===== src/rtl/emx_pkg.sv =====
package emx_pkg;
    typedef enum logic {
        PS_FREE  = 1'b0,
        PS_SERVE = 1'b1
    } port_state_e;
endpackage


===== src/rtl/emx_rr_arb.sv =====
// Round-robin picker with a priority class: if any prioritised request is
// present, only those compete; the first one at or after ptr wins.
module emx_rr_arb #(
    parameter int N  = 4,
    parameter int IW = (N > 1) ? $clog2(N) : 1
) (
    input  logic [N-1:0]  req,
    input  logic [N-1:0]  pri,
    input  logic [IW-1:0] ptr,
    output logic [N-1:0]  gnt
);
    logic [N-1:0] pool;
    int           idx;

    always_comb begin
        pool = (|(req & pri)) ? (req & pri) : req;
        gnt  = '0;
        idx  = 0;
        for (int k = 0; k < N; k++) begin
            idx = int'(ptr) + k;
            if (idx >= N) idx = idx - N;
            if (pool[idx] && (gnt == '0)) gnt[idx] = 1'b1;
        end
    end
endmodule


===== src/rtl/emx_age_ctr.sv =====
// Saturating wait counter for one queue.
module emx_age_ctr #(
    parameter int AGE_W = 4
) (
    input  logic             clk,
    input  logic             rst_n,
    input  logic             pending,
    input  logic             grab,
    input  logic [AGE_W-1:0] limit,
    output logic             aged
);
    logic [AGE_W-1:0] cnt;

    always_ff @(posedge clk or negedge rst_n) begin
        if (!rst_n)                cnt <= '0;
        else if (!pending || grab) cnt <= '0;
        else if (cnt != '1)        cnt <= cnt + 1'b1;
    end

    assign aged = pending && (cnt >= limit);
endmodule


===== src/rtl/emx_port_fsm.sv =====
// Per-input connection state machine.
module emx_port_fsm
    import emx_pkg::*;
#(
    parameter int IW = 2
) (
    input  logic          clk,
    input  logic          rst_n,
    input  logic          take,
    input  logic [IW-1:0] take_dst,
    input  logic          keep,
    output logic          busy,
    output logic [IW-1:0] dst
);
    port_state_e   st_q, st_d;
    logic [IW-1:0] dst_q, dst_d;

    always_ff @(posedge clk or negedge rst_n) begin
        if (!rst_n) begin
            st_q  <= PS_FREE;
            dst_q <= '0;
        end else begin
            st_q  <= st_d;
            dst_q <= dst_d;
        end
    end

    always_comb begin
        st_d  = st_q;
        dst_d = dst_q;
        unique case (st_q)
            PS_FREE: begin
                if (take) begin          // T_TAKE
                    st_d  = PS_SERVE;
                    dst_d = take_dst;
                end
            end
            PS_SERVE: begin
                if (!keep) begin         // T_DRAIN or T_EVICT
                    st_d  = PS_FREE;
                    dst_d = '0;
                end                      // else T_KEEP
            end
        endcase
    end

    always_comb begin
        busy = (st_q == PS_SERVE);
        dst  = dst_q;
    end
endmodule


===== src/rtl/emx_sched.sv =====
module emx_sched #(
    parameter int N     = 4,
    parameter int AGE_W = 4,
    parameter int IW    = (N > 1) ? $clog2(N) : 1
) (
    input  logic              clk,
    input  logic              rst_n,
    input  logic [N*N-1:0]    voq_nonempty,
    input  logic [AGE_W-1:0]  age_limit,
    output logic [N-1:0]      match_vld,
    output logic [N*IW-1:0]   match_dst
);
    logic [N-1:0]   in_busy;
    logic [IW-1:0]  in_dst   [N];
    logic [IW-1:0]  take_dst [N];
    logic [IW-1:0]  gptr     [N];
    logic [IW-1:0]  aptr     [N];
    logic [IW-1:0]  won_src  [N];
    logic [N-1:0]   out_busy, preempt, keep, take, out_won;
    // output-major (j*N+i) and input-major (i*N+j) flattened matrices
    logic [N*N-1:0] req_om, aged_om, gnt_om, gnt_im, acc_im;

    always_comb begin
        for (int j = 0; j < N; j++) begin
            out_busy[j] = 1'b0;
            for (int i = 0; i < N; i++)
                if (in_busy[i] && (in_dst[i] == IW'(j))) out_busy[j] = 1'b1;
        end
    end

    for (genvar i = 0; i < N; i++) begin : g_in
        for (genvar j = 0; j < N; j++) begin : g_out
            logic served, pend;
            assign served = in_busy[i] && (in_dst[i] == IW'(j));
            assign pend   = voq_nonempty[i*N+j] && !served;
            emx_age_ctr #(.AGE_W(AGE_W)) u_age (
                .clk     (clk),
                .rst_n   (rst_n),
                .pending (pend),
                .grab    (acc_im[i*N+j]),
                .limit   (age_limit),
                .aged    (aged_om[j*N+i])
            );
            assign req_om[j*N+i] = !in_busy[i] && !out_busy[j] && voq_nonempty[i*N+j];
            assign gnt_im[i*N+j] = gnt_om[j*N+i];
        end

        emx_rr_arb #(.N(N), .IW(IW)) u_acc (
            .req (gnt_im[i*N +: N]),
            .pri ({N{1'b0}}),
            .ptr (aptr[i]),
            .gnt (acc_im[i*N +: N])
        );

        emx_port_fsm #(.IW(IW)) u_fsm (
            .clk      (clk),
            .rst_n    (rst_n),
            .take     (take[i]),
            .take_dst (take_dst[i]),
            .keep     (keep[i]),
            .busy     (in_busy[i]),
            .dst      (in_dst[i])
        );

        assign match_vld[i]            = in_busy[i];
        assign match_dst[i*IW +: IW]   = in_dst[i];
    end

    for (genvar j = 0; j < N; j++) begin : g_grant
        emx_rr_arb #(.N(N), .IW(IW)) u_gnt (
            .req (req_om[j*N +: N]),
            .pri (aged_om[j*N +: N]),
            .ptr (gptr[j]),
            .gnt (gnt_om[j*N +: N])
        );
    end

    // Eviction of a held output by an aged queue whose input is idle.
    always_comb begin
        for (int j = 0; j < N; j++) begin
            preempt[j] = 1'b0;
            for (int i = 0; i < N; i++)
                if (aged_om[j*N+i] && !in_busy[i]) preempt[j] = out_busy[j];
        end
    end

    always_comb begin
        for (int i = 0; i < N; i++) begin
            keep[i]     = voq_nonempty[i*N + int'(in_dst[i])] && !preempt[in_dst[i]];
            take[i]     = |acc_im[i*N +: N];
            take_dst[i] = '0;
            for (int j = 0; j < N; j++)
                if (acc_im[i*N+j]) take_dst[i] = IW'(j);
        end
        for (int j = 0; j < N; j++) begin
            out_won[j] = 1'b0;
            won_src[j] = '0;
            for (int i = 0; i < N; i++)
                if (acc_im[i*N+j]) begin
                    out_won[j] = 1'b1;
                    won_src[j] = IW'(i);
                end
        end
    end

    always_ff @(posedge clk or negedge rst_n) begin
        if (!rst_n) begin
            for (int k = 0; k < N; k++) begin
                gptr[k] <= '0;
                aptr[k] <= '0;
            end
        end else begin
            for (int k = 0; k < N; k++) begin
                if (out_won[k])
                    gptr[k] <= (won_src[k] == IW'(N-1)) ? '0 : won_src[k] + 1'b1;
                if (take[k])
                    aptr[k] <= (take_dst[k] == IW'(N-1)) ? '0 : take_dst[k] + 1'b1;
            end
        end
    end
endmodule


===== config.mk =====
export PLATFORM = sky130hd
export DESIGN_NAME = emx_sched
export DESIGN_NICKNAME = d
export VERILOG_FILES = /design/src/rtl/emx_pkg.sv /design/src/rtl/emx_rr_arb.sv /design/src/rtl/emx_age_ctr.sv /design/src/rtl/emx_port_fsm.sv /design/src/rtl/emx_sched.sv
export SDC_FILE = /design/constraint.sdc
export NUM_CORES = 1
export LEC_CHECK = 0
export BUFFER_PORTS_ARGS = -buffer_cell sky130_fd_sc_hd__buf_2
export CAP_MARGIN = 40
export CORE_MARGIN = 2
export CORE_UTILIZATION = 35
export DETAILED_ROUTE_END_ITERATION = 8
export PLACE_DENSITY = 0.51
export SKIP_LAST_GASP = 1
export SLEW_MARGIN = 25
export SYNTH_ARGS = -nofsm -noshare
export SYNTH_HDL_FRONTEND = slang
export SYNTH_SLANG_ARGS = --single-unit

===== constraint.sdc =====
create_clock -name clk -period 7.4 [get_ports clk]
set_clock_uncertainty 0.2 [all_clocks]
set_input_delay 0.74 -clock clk [delete_from_list [all_inputs] [get_ports clk]]
set_output_delay 0.74 -clock clk [all_outputs]
set_load 0.02 [all_outputs]

Word level (Yosys, flattened, before mapping):

Cells that the tools add are included.

* add/sub/neg operators: 83
* order comparisons: 120
* equal/unequal tests: 44
* multiplexer cells: 382
* bitwise gates (word level): 32
* reductions and logical operators: 272

Operators with widths (number)
* 32-bit by 1-bit greater-or-equal comparator with 1-bit output (second input constant): 32
* 32-bit by 4-bit < comparator with 1-bit output (second input constant): 32
* 32-bit 2-to-1 mux: 32
* 32-bit by 4-bit greater-or-equal comparator with 1-bit output (second input constant): 24
* 32-bit by 4-bit subtractor with 32-bit output (second input constant): 24
* 4-bit 2-to-1 mux: 68
* 1-bit 2-to-1 mux: 170
* 1-bit logical AND: 156
* 4-bit zero test: 24
* 4-bit bitwise OR: 24
* 1-bit binary-select mux with 2-bit select: 37
* 4-bit by 1-bit adder with 4-bit output (second input constant): 16
* 1-bit demux with 2-bit select: 32
* 4-bit greater-or-equal comparator: 16
* 2-bit 2-to-1 mux: 32
* 4-bit != test (second input constant): 16
* 2-bit by 2-bit adder with 3-bit output (second input constant): 16
* 1-bit zero test: 44
* 2-bit == test (second input constant): 16
* 2-bit nonzero test: 16
* 4-bit OR reduction: 8
* 2-bit by 3-bit subtractor with 4-bit output (second input constant): 8
* 2-bit by 1-bit adder with 3-bit output (second input constant): 8
* 2-bit by 3-bit greater-or-equal comparator with 1-bit output (second input constant): 8
* 18 further kinds: 74

* bits in registers: 92
* input bits: 22
* output and inout port bits: 12
* logic and storage cells: 965

Longest topological paths before layout:

Gate-level depths: netlist of run 1.

* depth after elaboration: 43
* gate-level depth with buffers: 21
* depth with buffers taken out: 19

Cells and area by module:

A second synthesis of run 1 with hierarchy kept.

* cells, all modules: 1302
* area total of the unflattened synthesis: 11735.0 um^2

By module, submodules not included
* emx_rr_arb: times used 8, cells each 69, area an instance 616.8 um^2, seq. area each 0.0 um^2
* emx_age_ctr: times used 16, cells each 33, area an instance 295.3 um^2, seq. area each 100.1 um^2
* emx_sched: times used 1, cells each 182, area an instance 1555.2 um^2, seq. area each 400.4 um^2
* emx_port_fsm: times used 4, cells each 10, area an instance 130.1 um^2, seq. area each 75.1 um^2

Worst setup path before layout of run 1:

Ideal clock, no wire load.

* path type: input-to-reg
* from: input age_limit[1]
* to: register g_in[3].u_fsm.dst_q[0]
* setup time: 125 ps
* arrival time: 5659 ps
* required time: 7075 ps
* slack: 1417 ps
* stages: 19
* buffers on the path: 1
* path through: inv_1 > ha_1 > a2111o_1 > and3_4 > o41ai_2 > a221o_2 > nand3_4 > and3_4 > buf_6 > a222oi_1 > nand4_1 > nor2b_4 > mux4_2 > or4_4 > and2_4 > a2111oi_4 > a211oi_1 > a41oi_2 > o2bb2ai_1

* longest elaborated chain between the ends: 36
* elaborated cells on any way between the ends: 214
* those cells by class: order compare: 16; eq/ne: 2; mux: 107; bitwise: 19; reduce/logical: 70

RTL lines
* start, declared: RTL line emx_sched.sv:9 `input logic [AGE_W-1:0] age_limit,`
* 4-bit greater-or-equal comparator: RTL line emx_age_ctr.sv:20 `assign aged = pending && (cnt >= limit);`
* 1-bit logical AND: RTL line emx_age_ctr.sv:20
* 4-bit bitwise AND: RTL line emx_rr_arb.sv:16 `pool = (|(req & pri)) ? (req & pri) : req;`
* 4-bit OR reduction: RTL line emx_rr_arb.sv:16
* 4-bit 2-to-1 mux: RTL line emx_rr_arb.sv:16
* 1-bit binary-select mux with 2-bit select: RTL line emx_rr_arb.sv:22 `if (pool[idx] && (gnt == '0)) gnt[idx] = 1'b1;`
* 1-bit 2-to-1 mux (not written as such) (2 in a row): RTL line emx_rr_arb.sv:22
* 4-bit 2-to-1 mux: RTL line emx_rr_arb.sv:22
* [18 not listed]
* 4-bit 2-to-1 mux: RTL line emx_rr_arb.sv:22
* 4-bit zero test: RTL line emx_rr_arb.sv:22
* 1-bit logical AND: RTL line emx_rr_arb.sv:22
* 4-bit 2-to-1 mux: RTL line emx_rr_arb.sv:22
* 1-bit 2-to-1 mux: RTL line emx_sched.sv:93 `if (acc_im[i*N+j]) take_dst[i] = IW'(j);`
* 2-bit 2-to-1 mux (2 in a row): RTL line emx_sched.sv:93
* 2-bit 2-to-1 mux: RTL line emx_port_fsm.sv:33 `if (take) begin`
* 2-bit one-hot mux with 2 select lines: RTL line emx_port_fsm.sv:31 `unique case (st_q)`
* end signal, assigned: RTL line emx_port_fsm.sv:24 `dst_q <= dst_d;`
* end, declared: RTL line emx_port_fsm.sv:16 `logic [IW-1:0] dst_q, dst_d;`

Parallel ways exist; a longest one is shown, timed or not. The select of a mux whose other input is x is not followed.
A chain may end at the register's enable or synchronous reset.

Final worst setup path of run 1:

* from: input age_limit[0]
* to: register g_in[1].g_out[3].u_age.cnt[3]

* longest elaborated chain between the ends: 33
* elaborated cells on any way between the ends: 172
* those cells by class: order compare: 16; mux: 85; bitwise: 19; reduce/logical: 52

RTL lines
* 4-bit greater-or-equal comparator: RTL line emx_age_ctr.sv:20
* 1-bit logical AND: RTL line emx_age_ctr.sv:20
* 4-bit bitwise AND: RTL line emx_rr_arb.sv:16
* 4-bit OR reduction: RTL line emx_rr_arb.sv:16
* 4-bit 2-to-1 mux: RTL line emx_rr_arb.sv:16
* 1-bit binary-select mux with 2-bit select: RTL line emx_rr_arb.sv:22
* 1-bit 2-to-1 mux (not written as such) (2 in a row): RTL line emx_rr_arb.sv:22
* 4-bit 2-to-1 mux: RTL line emx_rr_arb.sv:22
* [16 not listed]
* 4-bit zero test: RTL line emx_rr_arb.sv:22
* 1-bit logical AND: RTL line emx_rr_arb.sv:22
* 4-bit 2-to-1 mux: RTL line emx_rr_arb.sv:22
* 4-bit zero test: RTL line emx_rr_arb.sv:22
* 1-bit logical AND: RTL line emx_rr_arb.sv:22
* 4-bit 2-to-1 mux *: RTL line emx_rr_arb.sv:22
* 1-bit logical OR *: RTL line emx_age_ctr.sv:16 `else if (!pending || grab) cnt <= '0;`
* 4-bit 2-to-1 mux / 2-bit nonzero test (equally long branches)
* end signal, assigned: RTL line emx_age_ctr.sv:17 `else if (cnt != '1) cnt <= cnt + 1'b1;`
* end, declared: RTL line emx_age_ctr.sv:12 `logic [AGE_W-1:0] cnt;`

Every way passes the cells marked *; elsewhere a longest branch is shown, timed or not. The select of a mux whose other input is x is not followed.

==> metrics.md, run 1 <==
| Metric | Value |
|---|---|
| Setup repair bufs after CTS | 0 |
| Die width | 186 um |
| Worst setup path class | input port to flip-flop |
| Final min period | 6.73 ns |
| Antenna diode instance count | 0 |
| Hold WS | 0.115 ns |
| Total number of H-tree levels | 3 |
| Avg WL per Cell | 19.2 um |
| IO buf count | 33 |
| Sequential fraction of the synthesis area | 20.0% |
| Worst-margin pin slew | 0.786 ns |
| Final Core Density | 38.6% |
| RSZ-0062 raised after global routing | no |
| Die Footprint | 34400 um2 |
| Post-CTS Resized | 0 |
| GR Overflow Total | 0 |
| Routed WL | 34.9 mm |
| Startpoint Class | input port |
| # DRC | 0 |
| Clock latency on the worst-skew pair | 0.36 ns |
| Area Overhead vs Synth | 8.83% |
| Synth Warn # | 0 |
| I/O pin total | 34 |
| Slowest stage cell, crit path | a2111oi_0 |
| Detailed Routing Iterations Pass 1 | 5 |
| Post-DP HPWL | 27.3 mm |
| Initial antenna violation count | 0 |
| Critical path data arrival time | 6.80 ns |
| Relative slew slack | 47.1% |
| Via count | 10900 |
| Share of cells above drive strength 1 | 13.2% |
| Synth cell types | 132 |
| HP Class | input port to async pin |
| Hold buffers post-CTS | 0 |
| Fin crit share | 90.9% |
| Worst Path Max Fanout | 16 |
| Mux cell area share after synthesis | 4.61% |
| WP data required | 7.47 ns |
| CTS max path bufs | 2 |
| Syn_area_per_cell | 8.62 um2 |
| Initial drt markers | 730 |
| Initial Util | 35.5% |
| Fmax achieved | 149 MHz |
| #FFs+latches synth | 92 |
| Asr flop ratio synth | 100% |
| Setup TNS Final | 0 ns |
| Compound-Gate Fraction of Synth Area | 29.1% |
| Post-synthesis simple-gate area fraction | 26.2% |
| Final ANT Viol Nets | 0 |
| TritonCTS Buffers | 9 |
| Worst path max stage delay | 0.69 ns |
| GPL Wtd Cong | 0.869 |
| Fillers | 3362 |
| Largest net degree at the start of global routing | 44 |
| Gr usage total | 20.7% |
| Worst R2R Path Depth | 16 |
| First-pass GRT wire length | 56.9 mm |
| Crit end category | flip-flop |
| # setup viols final | 0 |
| Num Clock Sinks | 92 |
| Post-synth EDFFs | 0 |
| Worst-path clk slew | 0.07 ns |
| CP cell instances | buf_2 > ha_1 > nand2b_1 > a2111oi_0 > nor3b_2 > a21oi_1 > a32oi_1 > o31ai_1 > o211a_1 > o21ai_1 > o2111ai_1 > o21ai_0 > mux4_2 > a21boi_4 > a22o_4 > a2111oi_4 > a311oi_2 > nand3_1 > nor3_1 |
| Vias in the first global route | 10500 |
| # rows | 66 |
| Status | finished clean |
| Syn Nets | 1496 |
| Cells after Synth | 1338 |
| Die Y | 186 um |
| Core Region | 32500 um2 |
| Synth Area in XOR/XNOR | 1.21% |
| Max-slew violations | 0 |
| # nets final | 1531 |
| Top_reg_cell synth | dfrtp_1 |
| Vias/cell | 5.98 |
| Mapped cell area | 11500 um2 |
| Root Driver | clkbuf_16 |
| Number of max-cap violations | 0 |
| Largest family of logic cells by synthesized area | compound AO/OA/AOI/OAI gates |
| Clock tree from TritonCTS | yes |
| Post-Synth Adder-Cell Area | 14.8% |
| Hold Vio Cnt, Final | 0 |
[cells in the mapped netlist, drive strengths merged (6+ instances only)]
| cell type | n | area [um2] |
|---|---|---|
| a41o | 8 | 80.1 |
| xnor2 | 16 | 140 |
| and3 | 13 | 92.6 |
| clkbuf | 11 | 42.5 |
| mux2i | 22 | 220 |
| a22oi | 7 | 57.6 |
| nor4 | 12 | 87.6 |
| a41oi | 9 | 128 |
| o211ai | 21 | 181 |
| nor3b | 20 | 176 |
| nor2 | 109 | 409 |
| ha | 136 | 1700 |
| inv | 77 | 289 |
| mux4 | 12 | 278 |
| nand3b | 11 | 90.1 |
| o21ai | 57 | 285 |
| o221ai | 6 | 65.1 |
| buf | 21 | 140 |
| nand2 | 78 | 293 |
| nor3 | 74 | 402 |
| nand4b | 8 | 70.1 |
| o21a | 28 | 210 |
| and4 | 9 | 81.3 |
| nor2b | 16 | 108 |
| nand3 | 77 | 408 |
| a21o | 20 | 150 |
| a2111oi | 23 | 340 |
| nand2b | 27 | 184 |
| and2 | 18 | 116 |
| o31ai | 8 | 70.1 |
| a21boi | 12 | 101 |
| a211o | 12 | 105 |
| o211a | 8 | 80.1 |
| a21oi | 53 | 288 |
| dfrtp | 92 | 2300 |
| nand4 | 19 | 125 |
| a22o | 9 | 88.8 |
| or2 | 22 | 138 |
| a311oi | 10 | 100 |
| a221oi | 10 | 100 |
| a211oi | 18 | 153 |
| or3 | 14 | 92.6 |
| a31oi | 23 | 156 |
[final timing paths]
check                                           endpoint                           from  slack (ns)
max                        g_in[1].g_out[3].u_age.cnt[3]                   age_limit[0]        0.67
min                        g_in[2].g_out[1].u_age.cnt[2]                          rst_n        0.12
max reg2reg                g_in[2].g_out[3].u_age.cnt[2]             g_in[1].u_fsm.busy        0.88
min reg2reg                g_in[1].g_out[1].u_age.cnt[1]  g_in[1].g_out[1].u_age.cnt[1]        0.41
max in group asynchronous  g_in[3].g_out[3].u_age.cnt[1]                          rst_n        5.93
min in group clk           g_in[1].g_out[1].u_age.cnt[1]  g_in[1].g_out[1].u_age.cnt[1]        0.41
[placed cells by master (no fill, tap or decap), types with 9 or more instances in the layout]
master,instances
o21ai_1,11
a2111oi_2,10
and3_1,10
nor3b_1,16
o211ai_1,18
nor3_1,69
buf_2,32
or3_1,13
nor2b_1,15
mux4_2,10
a211o_1,12
nand2b_1,25
nand3_1,74
a21oi_1,49
xnor2_1,16
nor2_1,109
nand3b_1,9
ha_1,136
inv_1,77
o21ai_0,46
nand2_1,78
nand4_1,18
dfrtp_1,92
clkbuf_16,9
or2_2,16
mux2i_1,22
buf_4,21
and2_1,15
o21a_1,28
a21o_1,20
a31oi_1,21
a211oi_1,16
nor4_1,10
[per-stage QoR]
stage / setup WS, ns / cells / cell area (um2)
5_1_grt: 0.105 / 1820 / 12600
4_1_cts: 0.719 / 1818 / 12500
3_3_place_gp: 0.409 / 1801 / 12200
2_1_floorplan: 1.42 / 1338 / 11500
6_report: 0.670 / 1820 / 12600
3_5_place_dp: 0.301 / 1802 / 12300
[state kept, by name, summed over array words and instances (netlist names)]
signal and count:
gptr 8, g_in.g_out.u_age.cnt 64, aptr 8, g_in.u_fsm.busy 4, g_in.u_fsm.dst 8
[critical path, delay by kind of cell]
family | cells | cell delay [ns]
buffers and inverters | 1 | 0.39
muxes | 1 | 0.62
and+or+nand+nor | 4 | 0.86
AOI/OAI and AO/OA | 12 | 3.85
adders and majority gates | 1 | 0.31
[layer usage]
layer | wire (um) | part of all wire, % | GRT usage (%)
met2 | 16600 | 48 | 35.5
met3 | 1430 | 4.1 | 2.37
met1 | 16200 | 46 | 27.4
met4 | 656 | 1.9 | 5.83
met5 | 0 | 0 | 0
[cell families (layout without fill, tap and decap cells)]
| group | Yosys count | count (layout) |
|---|---|---|
| and+or+nand+nor | 543 | 543 |
| AOI/OAI and AO/OA | 404 | 404 |
| adders and majority gates | 136 | 136 |
| buffers and inverters | 110 | 150 |
| DFF | 92 | 92 |
| muxes | 37 | 37 |
| xor gates and xnor gates | 16 | 16 |
[final cells by class]
| type | count | area (um2) | area share (%) |
|---|---|---|---|
| well taps | 442 | 553 | 4.41 |
| inverters | 78 | 293 | 2.33 |
| clock buffers | 10 | 229 | 1.82 |
| multi-input cells | 1136 | 8760 | 69.8 |
| flip-flops and latches | 92 | 2300 | 18.3 |
| clock inverters | 6 | 48.8 | 0.389 |
| repair buffers | 56 | 370 | 2.95 |
Power of run 1 is left out: the tool's default activity adds up to more than one toggle a clock period on the data nets, which glitch-free logic cannot reach.
==> run 2: changes to the inputs <==
--- a/config.mk
+++ b/config.mk
@@ -15,4 +15,5 @@
 export SLEW_MARGIN = 25
 export SYNTH_ARGS = -nofsm -noshare
 export SYNTH_HDL_FRONTEND = slang
+export SYNTH_HIERARCHICAL = 1
 export SYNTH_SLANG_ARGS = --single-unit
==> metrics.md, run 2 <==
| Metric | Value |
|---|---|
| Status | finished clean (unchanged) |
| Worst-margin pin slew | 0.727 ns (was 0.786 ns) |
| Sequential fraction of the synthesis area | 19.6% (was 20.0%) |
| Detailed Routing Iterations Pass 1 | 5 (unchanged) |
| # nets final | 1613 (was 1531) |
| GR Util met2 | 31.1% (was 35.5%) |
| Setup repair bufs after CTS | 0 (unchanged) |
| Gr usage total | 18.3% (was 20.7%) |
| Initial antenna violation count | 0 (unchanged) |
| Clock tree from TritonCTS | yes (unchanged) |
| Antenna diode instance count | 0 (unchanged) |
| Mapped cell area | 11700 um2 (was 11500 um2) |
| # setup viols final | 0 (unchanged) |
| # DRC | 0 (unchanged) |
| Avg WL per Cell | 17.1 um (was 19.2 um) |
| Flop-to-flop setup slack | 0.65 ns (was 0.88 ns) |
| Non-filler instance count after layout | 1899 (was 1820) |
| Worst Setup EP | aptr[3] (was g_in[1].g_out[3].u_age.cnt[3]) |
| Largest net degree at the start of global routing | 50 (was 44) |
| Share of cells above drive strength 1 | 16.5% (was 13.2%) |
| Num Clock Sinks | 92 (unchanged) |
| Die Footprint | 35000 um2 (was 34400 um2) |
| RSZ-0062 raised after global routing | no (unchanged) |
| Worst setup path class | input port to flip-flop (unchanged) |
| Via count | 10600 (was 10900) |
| Worst-path clk slew | 0.07 ns (about the same) |
| Initial Util | 35.3% (was 35.5%) |
| GPL Wtd Cong | 0.859 (was 0.869) |
| Setup TNS Final | 0 ns (unchanged) |
| Asr flop ratio synth | 100% (unchanged) |
| Crit end category | flip-flop (unchanged) |
| Fillers | 3396 (was 3362) |
| Number of max-cap violations | 0 (unchanged) |
| GR Util met3 | 2.31% (was 2.37%) |
| Top cells by count, synth | 145 x ha_1, 145 x nor2_1, 97 x inv_1 (was 136 x ha_1, 109 x nor2_1, 92 x dfrtp_1) |
| Clock latency on the worst-skew pair | 0.36 ns (about the same) |
| Startpoint Class | input port (unchanged) |
| WP data required | 7.45 ns (was 7.47 ns) |
| Most flop-heavy register | g_in.g_out.u_age/cnt (was g_in.g_out.u_age.cnt) |
| Reg-to-reg startpoint | g_in[0].u_fsm/dst[1] (was g_in[1].u_fsm.busy) |
| Post-CTS Resized | 0 (unchanged) |
| Placed cell count | 1883 (was 1802) |
| TritonCTS Buffers | 9 (unchanged) |
| Hold Vio Cnt, Final | 0 (unchanged) |
| Post-synth EDFFs | 0 (unchanged) |
| Hold buffers post-CTS | 0 (unchanged) |
| Relative slew slack | 51.4% (was 47.1%) |
| Die Y | 187 um (was 186 um) |
| Worst R2R Path Depth | 21 (was 16) |
| Cells after Synth | 1302 (was 1338) |
| Final ANT Viol Nets | 0 (unchanged) |
| Synth Warn # | 6 (was 0) |
| # rows | 67 (was 66) |
| Fin crit share | 92.4% (was 90.9%) |
| Synth area leader | dfrtp_1 (unchanged) |
| Critical path data arrival time | 6.89 ns (was 6.80 ns) |
| HP Class | input port to async pin (unchanged) |
| #FFs+latches synth | 92 (unchanged) |
| Top_reg_cell synth | dfrtp_1 (unchanged) |
| Die width | 187 um (was 186 um) |
| Commonest cells after routing, fill and taps aside | 145 x nor2_1, 145 x ha_1, 97 x inv_1 (was 136 x ha_1, 109 x nor2_1, 92 x dfrtp_1) |
| FF-to-FF End | aptr[3] (was g_in[2].g_out[3].u_age.cnt[2]) |
| Syn_area_per_cell | 9.01 um2 (was 8.62 um2) |
| Largest cells by area after synthesis | dfrtp_1 20%, ha_1 15%, mux2i_1 4.8%, nor2_1 4.6%, inv_1 3.1% (was dfrtp_1 20%, ha_1 15%, nor2_1 3.5%, nand3_1 3.2%, nor3_1 3.0%) |
| CTS max path bufs | 2 (unchanged) |
| GR peak layer | met2 (unchanged) |
| IO buf count | 33 (unchanged) |
| Post-DP HPWL | 25.6 mm (was 27.3 mm) |
| Synth cell types | 67 (was 132) |
| Max-slew violations | 0 (unchanged) |
| Vias/cell | 5.59 (was 5.98) |
| Initial drt markers | 737 (was 730) |
| Post-synth top area share | 19.6% (was 20.0%) |
| Worst Path Max Fanout | 16 (unchanged) |
| First-pass GRT wire length | 52.4 mm (was 56.9 mm) |
| Routed WL | 32.4 mm (was 34.9 mm) |
| Vias in the first global route | 9941 (was 10500) |
| Area Overhead vs Synth | 13.5% (was 8.83%) |
| Fmax achieved | 146 MHz (was 149 MHz) |
| Root Driver | clkbuf_16 (unchanged) |
| I/O pin total | 34 (unchanged) |
| Total number of H-tree levels | 3 (unchanged) |
| Final min period | 6.84 ns (was 6.73 ns) |
| Grt met1 use | 24.6% (was 27.4%) |
| Max reg flops | 64 (unchanged) |
| Core Region | 33300 um2 (was 32500 um2) |
| Crit path from | age_limit[2] (was age_limit[0]) |
| GR Overflow Total | 0 (unchanged) |
==> run 2: changes by cell type in the layout (fill, tap and decap cells not counted), sizes merged, moves of 30 or more <==
| cell | delta |
|---|---|
| a222oi | +30 |
| nor3 | -41 |
| conb | +80 |
| nor2 | +36 |
| mux2i | +34 |
| nand2 | -35 |
==> run 2: per-stage QoR <==
step	worst slack (ns)	hold WS [ns]	util, %	instance area (um2)
floorplan	1.39	0.244	-	12000
global placement	0.131	0.403	38.8	12900
detailed placement	0.0482	0.408	38.9	12900
CTS	0.402	0.112	40.0	13300
global route	0.151	0.124	40.0	13300
finish	0.564	0.105	40.0	13300
==> run 2: cells by family after synthesis <==
family	count (synthesis)	synth area share (%)
xor gates and xnor gates	16	1.19
and+or+nand+nor	451	22.3
muxes	89	9.31
other	1	0.0320
buffers and inverters	105	3.49
DFF	92	19.6
AOI/OAI and AO/OA	403	28.6
adders and majority gates	145	15.5
==> run 2: area by class of cell <==
cell class | instances | area (um2) | share of cell area [%]
tap | 448 | 561 | 4.21
multi-input combinational | 1184 | 9330 | 70.0
inverter | 99 | 372 | 2.79
timing repair buffer | 60 | 390 | 2.93
sequential | 92 | 2300 | 17.3
clock buffer | 10 | 239 | 1.79
clock inverter | 6 | 134 | 1.00
==> run 2: how the worst min path moves through the flow <==
stage,end,slack (ns)
2_1_floorplan,aptr[0],0.24
3_3_place_gp,g_in[2].g_out[0].u_age/cnt[1],0.40
3_5_place_dp,g_in[1].g_out[2].u_age/cnt[1],0.41
4_1_cts,g_in[0].g_out[1].u_age/cnt[2],0.11
5_1_grt,g_in[0].g_out[1].u_age/cnt[2],0.12
6_report,g_in[0].g_out[1].u_age/cnt[2],0.10
==> run 2: worst max-delay path, cell delays in order <==
cell      delay, ns
buf_2          0.33
inv_1          0.10
ha_1           0.29
o21ai_0        0.07
a21o_1         0.16
a21oi_1        0.48
a222oi_1       0.19
o21a_2         0.27
a221o_1        0.35
o32ai_4        0.21
and3b_1        0.27
a21o_1         0.20
o31ai_1        0.45
o21a_2         0.28
mux2i_1        0.12
o32ai_4        0.38
and3b_1        0.27
a21o_1         0.21
o31ai_2        0.53
inv_1          0.19
a21o_1         0.25
ha_1           0.26
mux2_2         0.26
==> run 2: routing by layer <==
layer / up-vias / wire [um]
met5: - / 0
met3: 37 / 950
met2: 214 / 15100
met1: 5142 / 15600
li1: 5225 / -
met4: 0 / 652
Power of run 2 is left out for the same reason.
==> run 3: changes to the inputs <==
==> constraint.sdc (replaced) <==
create_clock -name clk -period 7.7 [get_ports clk]
set_clock_uncertainty 0.2 [all_clocks]
set_input_delay 0.77 -clock clk [delete_from_list [all_inputs] [get_ports clk]]
set_output_delay 0.77 -clock clk [all_outputs]
set_load 0.02 [all_outputs]
==> metrics.md, run 3 (synthesized netlist as in run 2, its figures left out) <==
| Metric | Value |
|---|---|
| Status | finished clean (unchanged) |
| # rows | 67 (unchanged) |
| Clock tree from TritonCTS | yes (unchanged) |
| Total number of H-tree levels | 3 (unchanged) |
| Crit end category | flip-flop (unchanged) |
| IO buf count | 33 (unchanged) |
| Core Region | 33300 um2 (unchanged) |
| FF-to-FF End | g_in[2].u_fsm/busy (was aptr[3]) |
| Die Y | 187 um (unchanged) |
| Initial drt markers | 852 (was 737) |
| Most flop-heavy register | g_in.g_out.u_age/cnt (unchanged) |
| Final min period | 6.86 ns |
| Die width | 187 um (unchanged) |
| First-pass GRT wire length | 52.9 mm (was 52.4 mm) |
| Share of cells above drive strength 1 | 15.8% (was 16.5%) |
| Hold Vio Cnt, Final | 0 (unchanged) |
| Via count | 10600 (unchanged) |
| Number of max-cap violations | 0 (unchanged) |
| CTS max path bufs | 2 (unchanged) |
| Initial Util | 35.3% (unchanged) |
| Largest net degree at the start of global routing | 58 (was 50) |
| Relative slew slack | 43.4% (was 51.4%) |
| Hold buffers post-CTS | 0 (unchanged) |
| Max-slew violations | 0 (unchanged) |
| GR Overflow Total | 0 (unchanged) |
| Worst Path Max Fanout | 16 (unchanged) |
| GPL Wtd Cong | 0.873 (was 0.859) |
| Fmax achieved | 146 MHz |
| Antenna diode instance count | 0 (unchanged) |
| Area Overhead vs Synth | 12.1% (was 13.5%) |
| Commonest cells after routing, fill and taps aside | 145 x nor2_1, 145 x ha_1, 97 x inv_1 (unchanged) |
| Root Driver | clkbuf_16 (unchanged) |
| Critical path data arrival time | 6.90 ns (was 6.89 ns) |
| Post-DP HPWL | 25.4 mm (was 25.6 mm) |
| Max reg flops | 64 (unchanged) |
| Fin crit share | 89.1% |
| # nets final | 1609 (was 1613) |
| Fillers | 3344 (was 3396) |
| Worst setup path class | input port to flip-flop (unchanged) |
| Final ANT Viol Nets | 0 (unchanged) |
| Reg-to-reg startpoint | g_in[3].u_fsm/busy (was g_in[0].u_fsm/dst[1]) |
| Worst R2R Path Depth | 20 (was 21) |
| I/O pin total | 34 (unchanged) |
| TritonCTS Buffers | 9 (unchanged) |
| # DRC | 0 (unchanged) |
| # setup viols final | 0 (unchanged) |
| Vias in the first global route | 9984 (was 9941) |
| Num Clock Sinks | 92 (unchanged) |
| WP data required | 7.74 ns (was 7.45 ns) |
| Startpoint Class | input port (unchanged) |
| Setup WS post-layout | 0.841 ns (was 0.564 ns) |
| Pre-CTS setup slack | 0.533 ns (was 0.0482 ns) |
| RSZ-0062 raised after global routing | no (unchanged) |
| Post-CTS Resized | 0 (unchanged) |
| Worst-margin pin slew | 0.841 ns (was 0.727 ns) |
| Routed WL | 32.1 mm (was 32.4 mm) |
| Vias/cell | 5.62 (was 5.59) |
| Clock latency on the worst-skew pair | 0.35 ns (was 0.36 ns) |
| Gr usage total | 18.4% (was 18.3%) |
| Setup repair bufs after CTS | 0 (unchanged) |
| Flop-to-flop setup slack | 0.89 ns (was 0.65 ns) |
| Setup TNS Final | 0 ns (unchanged) |
| Worst-path clk slew | 0.06 ns (was 0.07 ns) |
| Detailed Routing Iterations Pass 1 | 6 (was 5) |
| Avg WL per Cell | 17.0 um (was 17.1 um) |
| Initial antenna violation count | 0 (unchanged) |
| Die Footprint | 35000 um2 (unchanged) |
| HP Class | input port to async pin (unchanged) |
-- run 3: changes by cell type in the layout (fill, tap and decap cells not counted) --
cell	delta
buf_4	-5
bufinv_16	-4
clkbuf_1	+1
clkbuf_8	-1
clkdlybuf4s18_2	+1
inv_6	-1
o31ai_1	+1
o31ai_2	-1
-- run 3: layer usage --
layer	up-vias	share of wire [%]	track usage [%]
li1	5219	-	-
met4	0	1.9	4.52
met5	-	0	0
met1	5155	48	25.0
met2	210	47	30.8
met3	34	3.6	2.35
-- run 3: area by class of cell --
class | count | area, um2 | share of cell area (%)
tap | 448 | 561 | 4.26
inverter | 99 | 372 | 2.83
timing repair buffer | 56 | 363 | 2.76
sequential | 92 | 2300 | 17.5
clock inverter | 1 | 5.00 | 0.0381
multi-input combinational | 1184 | 9320 | 70.9
clock buffer | 10 | 229 | 1.74
-- run 3: how the worst max path moves through the flow --
stage,start,end,slack [ns],depth (start not counted)
after CTS,age_limit[1],g_in[2].u_fsm/busy,0.91,23
after floorplan,age_limit[2],g_in[2].u_fsm/busy,1.66,22
final,age_limit[2],g_in[2].u_fsm/busy,0.84,24
after detailed placement,age_limit[1],g_in[2].u_fsm/busy,0.53,23
after global routing,age_limit[1],g_in[2].u_fsm/dst[0],0.42,24
after global placement,age_limit[1],aptr[3],0.39,24
-- run 3: critical path: stages --
cell      delay (ns)
buf_2           0.35
inv_1           0.08
ha_1            0.28
o21ai_0         0.07
a21o_1          0.16
a21oi_1         0.48
a22oi_1         0.18
a31o_1          0.32
mux4_2          0.57
o31ai_2         0.10
and3b_1         0.26
a21o_1          0.16
o31ai_1         0.08
buf_4           0.17
a31o_1          0.23
mux4_2          0.57
o31ai_2         0.11
nand3b_1        0.21
o211a_1         0.27
a31o_1          0.30
or2_2           0.35
nor3_1          0.35
inv_1           0.17
mux2_4          0.29
-- run 3: through the flow --
stage | hold slack [ns] | instances | area (um2) | util, %
6_report | 0.185 | 1890 | 13200 | 39.5
5_1_grt | 0.217 | 1890 | 13200 | 39.5
4_1_cts | 0.198 | 1889 | 13100 | 39.4
3_5_place_dp | 0.408 | 1878 | 12900 | 38.7
3_3_place_gp | 0.397 | 1877 | 12900 | 38.7
2_1_floorplan | 0.274 | 1381 | 12000 | -
Power of run 3 is left out for the same reason.
